$ cat src/rtl/seg7_pkg.sv
package seg7_pkg;
   localparam int BCD_W = 4;
   localparam int SEG_N = 7;

   typedef logic [SEG_N-1:0] seg_t;

   typedef enum int {
      SEG_A = 0,
      SEG_B = 1,
      SEG_C = 2,
      SEG_D = 3,
      SEG_E = 4,
      SEG_F = 5,
      SEG_G = 6
   } seg_idx_e;

   localparam seg_t SEG_ALL_ON  = '1;
   localparam seg_t SEG_ALL_OFF = '0;
endpackage

$ cat src/rtl/seg7_code_hold.sv
module seg7_code_hold #(
   parameter int DATA_W      = 4,
   parameter bit TRANSPARENT = 1'b1
) (
   input  logic              clk,
   input  logic              rst_n,
   input  logic              load_n,
   input  logic [DATA_W-1:0] d,
   output logic [DATA_W-1:0] stored,
   output logic [DATA_W-1:0] src
);
   logic [DATA_W-1:0] q;

   always_ff @(posedge clk) begin
      if (!rst_n)
         q <= '0;
      else if (!load_n)
         q <= d;
   end

   assign stored = q;

   generate
      if (TRANSPARENT) begin : g_pass
         // live input while loading, frozen copy otherwise
         assign src = load_n ? q : d;
      end else begin : g_reg
         assign src = q;
      end
   endgenerate
endmodule

$ cat src/rtl/seg7_glyph.sv
module seg7_glyph
   import seg7_pkg::*;
#(
   parameter int DATA_W = BCD_W
) (
   input  logic [DATA_W-1:0] bcd,
   output seg_t              pat
);
   always_comb begin
      pat = SEG_ALL_OFF;
      unique case (bcd)
         4'd0:    pat = 7'h3F;
         4'd1:    pat = 7'h06;
         4'd2:    pat = 7'h5B;
         4'd3:    pat = 7'h4F;
         4'd4:    pat = 7'h66;
         4'd5:    pat = 7'h6D;
         4'd6:    pat = 7'h7C;   // tail (a) omitted
         4'd7:    pat = 7'h07;
         4'd8:    pat = 7'h7F;
         4'd9:    pat = 7'h67;   // tail (d) omitted
         default: pat = SEG_ALL_OFF;
      endcase
   end
endmodule

$ cat src/rtl/seg7_override.sv
module seg7_override #(
   parameter int SEG_W = 7
) (
   input  logic [SEG_W-1:0] raw,
   input  logic             lamp_n,
   input  logic             blank_n,
   output logic [SEG_W-1:0] seg
);
   genvar i;
   generate
      for (i = 0; i < SEG_W; i++) begin : g_seg
         // lamp check outranks dark
         assign seg[i] = (!lamp_n) | (blank_n & raw[i]);
      end
   endgenerate
endmodule

$ cat src/rtl/seg7_latch_dec.sv
module seg7_latch_dec
   import seg7_pkg::*;
#(
   parameter int DATA_W      = BCD_W,
   parameter int SEG_W       = SEG_N,
   parameter bit TRANSPARENT = 1'b1
) (
   input  logic              clk,
   input  logic              rst_n,
   input  logic [DATA_W-1:0] code_i,
   input  logic              pass_n_i,
   input  logic              lamp_n_i,
   input  logic              blank_n_i,
   output logic [SEG_W-1:0]  seg_o
);
   localparam int DIGITS = 1 << DATA_W;

   generate
      if (DATA_W != BCD_W) begin : g_bad_data
         $error("seg7_latch_dec: DATA_W must equal %0d", BCD_W);
      end
      if (SEG_W != SEG_N) begin : g_bad_seg
         $error("seg7_latch_dec: SEG_W must equal %0d", SEG_N);
      end
      if (DIGITS < 10) begin : g_bad_range
         $error("seg7_latch_dec: code width cannot hold a decimal digit");
      end
   endgenerate

   logic [DATA_W-1:0] held;
   logic [DATA_W-1:0] shown;
   seg_t              raw;

   seg7_code_hold #(
      .DATA_W      (DATA_W),
      .TRANSPARENT (TRANSPARENT)
   ) u_hold (
      .clk    (clk),
      .rst_n  (rst_n),
      .load_n (pass_n_i),
      .d      (code_i),
      .stored (held),
      .src    (shown)
   );

   seg7_glyph #(
      .DATA_W (DATA_W)
   ) u_glyph (
      .bcd (shown),
      .pat (raw)
   );

   seg7_override #(
      .SEG_W (SEG_W)
   ) u_ovr (
      .raw     (raw),
      .lamp_n  (lamp_n_i),
      .blank_n (blank_n_i),
      .seg     (seg_o)
   );
endmodule

$ cat config.mk
export PLATFORM = sky130hd
export DESIGN_NAME = seg7_latch_dec
export DESIGN_NICKNAME = d
export VERILOG_FILES = /design/src/rtl/seg7_pkg.sv /design/src/rtl/seg7_code_hold.sv /design/src/rtl/seg7_glyph.sv /design/src/rtl/seg7_override.sv /design/src/rtl/seg7_latch_dec.sv
export SDC_FILE = /design/constraint.sdc
export NUM_CORES = 1
export LEC_CHECK = 0
export CORE_AREA = 5 5 42 44
export CTS_BUF_LIST = sky130_fd_sc_hd__clkbuf_4
export DETAILED_ROUTE_END_ITERATION = 8
export DIE_AREA = 0 0 47 49
export GPL_TIMING_DRIVEN = 0
export SYNTH_ARGS = -nofsm -noshare
export SYNTH_HDL_FRONTEND = slang
export SYNTH_HIERARCHICAL = 1
export SYNTH_SLANG_ARGS = --single-unit
$ cat constraint.sdc
create_clock -name clk -period 2.2 [get_ports clk]
set_clock_uncertainty 0.15 [all_clocks]
set_input_delay 0.33 -clock clk [delete_from_list [all_inputs] [get_ports clk]]
set_output_delay 0.33 -clock clk [all_outputs]
set_load 0.02 [all_outputs]
; ---- Word level (Yosys, flattened, before mapping)
; Memory sizes are Yosys's and may differ from the RTL's.
; Cells that the tools add are included.
[word_totals]
reg_bits = 4
latch_bits = 0
ramBits = 0
rom_bits = 112
input_bits = 9
output_inout_bits = 7
word_cells = 18
n_memories = 1
[memory_table]
columns = name, depth, width, rd, rd_ports_with_merged_regs, write_ports, line
row1 = (no name shown), 16, 7, 1, 0, 0, seg7_glyph.sv:11  ; unique case (bcd)
[classes]
add_sub_neg = 0
n_mul = 0
n_div = 0
order_cmp = 0
n_eq_ne = 0
n_shift = 0
n_mux = 1
bitwise = 14
reduce_logical = 1
[ops]
columns = operator, count
row1 = $and A1 B1 Y1, 7
row2 = $or A1 B1 Y1, 7
row3 = $mux W4, 1
row4 = $logic_not A1 Y1, 1

; ---- Depth between registers and ports, before layout
; An unclocked memory read counts as a cell.
[logic_depth]
ltp_word = 4
mapped_depth = 7
ltp_nobuf = 7

; ---- Modules after synthesis
; The synthesis kept the hierarchy.
[by_module_without_submodules]
columns = module, instances, cells_per_inst, area_per_inst_um2, seq_area_each_um2
row1 = seg7_glyph, 1, 27, 181.4, 0.0
row2 = seg7_code_hold, 1, 12, 153.9, 80.1
row3 = seg7_override, 1, 7, 70.1, 0.0

; ---- Worst setup path after synthesis
; No wires, ideal clock.
[synth_timing]
path_kind = input -> output
startpoint = input pass_n_i
endpoint = output seg_o[3]
arrival_time_ns = 1.411
t_required_ns = 1.720
setup_slack_ns = 0.309
path_stages = 7
path_buffers = 0
cell_sequence = mux2_2 inv_1 ha_1 nor2_1 a21oi_1 o22ai_1 a21bo_2
[synth_between]
elab_chain_len = 4
[synth_lines]
columns = item, line
row1 = start: declaration, seg7_latch_dec.sv:11  ; input logic pass_n_i,
row2 = $mux W4, seg7_code_hold.sv:26  ; assign src = load_n ? q : d;
row3 = $mem_v2 Z16 W7, -
row4 = via raw[3], seg7_latch_dec.sv:32  ; seg_t raw;
row5 = $and A1 B1 Y1, seg7_override.sv:13  ; assign seg[i] = (!lamp_n) | (blank_n & raw[i]);
row6 = $or A1 B1 Y1, seg7_override.sv:13
row7 = end: declaration, seg7_latch_dec.sv:14  ; output logic [SEG_W-1:0] seg_o
; The timed path passes the listed nets, and every way through them passes these cells.

; ---- Worst setup path in the final report
[layout_timing]
startpoint = input code_i[2]
endpoint = output seg_o[2]
[layout_between]
elab_chain_len = 4
[layout_lines]
columns = item, line
row1 = start: declaration, seg7_latch_dec.sv:10  ; input logic [DATA_W-1:0] code_i,
row2 = $mux W4, seg7_code_hold.sv:26
row3 = via shown[2], seg7_latch_dec.sv:31  ; logic [DATA_W-1:0] shown;
row4 = $mem_v2 Z16 W7, -
row5 = via raw[2], seg7_latch_dec.sv:32
row6 = $and A1 B1 Y1, seg7_override.sv:13
row7 = $or A1 B1 Y1, seg7_override.sv:13
; The timed path passes the listed nets, and every way through them passes these cells.

==> impl_metrics.tcl <==
set metrics [dict create \
    status "completed" \
    ys.warnings.count 6 \
    synthArstFlopShare_pct 0 \
    clock_latency_ns 0.23 \
    num_vias 409 \
    yosysTopAreaCell "dfxtp_1" \
    start_util_pct 28.9 \
    syn-cell-area_um2 405 \
    fin_cells 86 \
    first_pass_iters 2 \
    vias_per_cell 4.76 \
    io_pins 16 \
    port_buffers 15 \
    grtUsageMet1_pct 12.5 \
    overflow 0 \
    antenna_found_initial 0 \
    finalNetCount 86 \
    cp_max_fo 7 \
    die_area_um2 2300 \
    cts.sinks 4 \
    fillers 146 \
    yosysMostFrequentCell "a21bo_2" \
    root_buffer "clkbuf_4" \
    peakVddDrop_uv 197 \
    cts_hold_buf 0 \
    largest_reg_flops 4 \
    cts_buffers 3 \
    final_util_pct 49.0 \
    finalInstanceArea_um2 687 \
    h-tree-depth 1 \
    cp-start-kind "input port" \
    synth.area.top_cells "dfxtp_1, a21bo_2, ha_1" \
    hp-class "in2reg" \
    slew_headroom_pct 84.4 \
    cp_cell_sequence "clkdlybuf4s50_1 > mux2_4 > inv_4 > a21oi_1 > a21o_2 > a21bo_2 > buf_6" \
    grt_max_degree 9 \
    grt_pass1_vias 395 \
    p_leak_uw 0.000317 \
    worst_pin_slew_ns 0.233 \
    setup-violations-final 0 \
    wire_per_inst_um 11.6 \
    drive_above_1_share_pct 55.7 \
    max-cap-violations 0 \
    critPathRequiredTime_ns 1.72 \
    row_count 14 \
    gp_congestion 0.828 \
    placed_area_um2 576 \
    areaGrowthSynthToFinish_pct 69.4 \
    ys_types 18 \
    min_period_ns 2.14 \
    hold_viol 0 \
    coreArea_um2 1400 \
    dp_hpwl_um 699 \
    worstPathArrival_ns 1.66 \
    use_met3_pct 2.21 \
    syn_nets 60 \
    route.detailed.drc 0 \
    die_y_um 49 \
    finalMaxSlewViolations 0 \
    drtAntennaViolNets 0 \
    routed_wl_um 994 \
    synth-seq-cells 4 \
    critPathKind "in2out" \
    syn_inst 46 \
    synth_edf_count 0 \
    grt_usage_pct 9.49 \
    final.period_utilization_pct 97.5 \
    cts_buffer_depth 2 \
    slowest_stage "clkdlybuf4s50_1" \
    grt_pass1_wl_um 1680 \
    powerDensity_nw_per_um2 476 \
    ys.flop_type "dfxtp_1" \
    fmax_mhz 466 \
    use_met2_pct 14.9 \
    clkSlewWorstSetupHoldPaths_ns 0.04 \
    die_w_um 47 \
    yosysTopAreaCellShare_pct 19.8 \
    synth_area_per_cell_um2 8.81 \
    tns_ns 0 \
    rsz0062_at_grt "false" \
    max_stage_delay_ns 0.40 \
    hold_ws_ns 0.499 \
    crit_path_end_kind "output pin" \
    antenna_cells 0 \
    tritoncts "built" \
    place_inst 77 \
    drt_iter0_markers 3 \
    synth_commonest_cells "a21bo_2, ha_1, inv_1" \
    busiest_layer "met2" \
    synth_seq_area_share_pct 19.8 \
]
critical path: cells and delay by family:
kind,cells,cell delay (ns)
AOI/OAI and AO/OA,3,0.42
buffers and inverters,3,0.59
muxes,1,0.32
layout by cell type, fill, tap and decap left out, drive strengths merged:
master	n
buf	14
a21bo	7
inv	5
ha	5
clkdlybuf4s50	4
mux2	4
and2	4
dfxtp	4
clkbuf	3
dlygate4sd2	3
o22ai	3
a21oi	3
o21ai	3
nor2	2
nand2	1
and2b	1
a22o	1
a21o	1
nand3	1
xnor2	1
report_power, final:
part | internal (uW) | switching, uW
logic | 85.3 | 76.3
clock network | 60.8 | 25.9
registers | 77.3 | 1.07
total | 223 | 103
path summary, 6_finish.rpt:
check	from	end	slack [ns]	cells after the start
setup / recovery	code_i[2]	seg_o[2]	0.06	7
hold / removal	pass_n_i	u_hold/stored[1]$_SDFF_PN0_	0.50	3
setup reg to reg	u_hold/stored[3]$_SDFF_PN0_	u_hold/stored[3]$_SDFF_PN0_	1.09	3
hold reg to reg	u_hold/stored[1]$_SDFF_PN0_	u_hold/stored[1]$_SDFF_PN0_	0.51	2
per-stage QoR:
| stage | power (uW) | setup WS [ns] |
|---|---|---|
| after floorplan | 163 | 0.309 |
| after global placement | 214 | -0.900 |
| after detailed placement | 214 | -0.905 |
| after CTS | 324 | 0.00148 |
| after global routing | 352 | 0.00337 |
| final | 327 | 0.0561 |
area by class of cell:
class                      count  area, um^2  share of cell area [%]
inverter                       5        26.3                    3.83
clock buffer                   3        22.5                    3.28
tap                           16        20.0                    2.91
sequential                     4        80.1                    11.7
timing repair buffer          21         176                    25.7
multi-input combinational     37         362                    52.6
timing repair:
action / 4_1_cts / 5_1_grt
endpoints found under the setup margin: 7 / 6
gates resized for setup: 58 / 4
buffers inserted: 5 / 1
pin swaps: 9 / 1
cells by family (layout without fill, tap and decap cells):
kind of cell               after synthesis  count (layout)  share of synthesized area [%]
xor gates and xnor gates                 1               1                           2.16
adders and majority gates                5               5                           15.4
muxes                                    4               4                           12.0
buffers and inverters                    5              29                           4.63
AOI/OAI and AO/OA                       18              18                           33.6
and+or+nand+nor                          9               9                           12.3
DFF                                      4               4                           19.8
routing by layer:
metal / part of all wire, % / up-vias
met5: 0 / -
met4: 0 / 0
met3: 7.1 / 0
met2: 48 / 9
met1: 44 / 189
li1: - / 211
No activity file was read; power rests on OpenSTA's default activity.
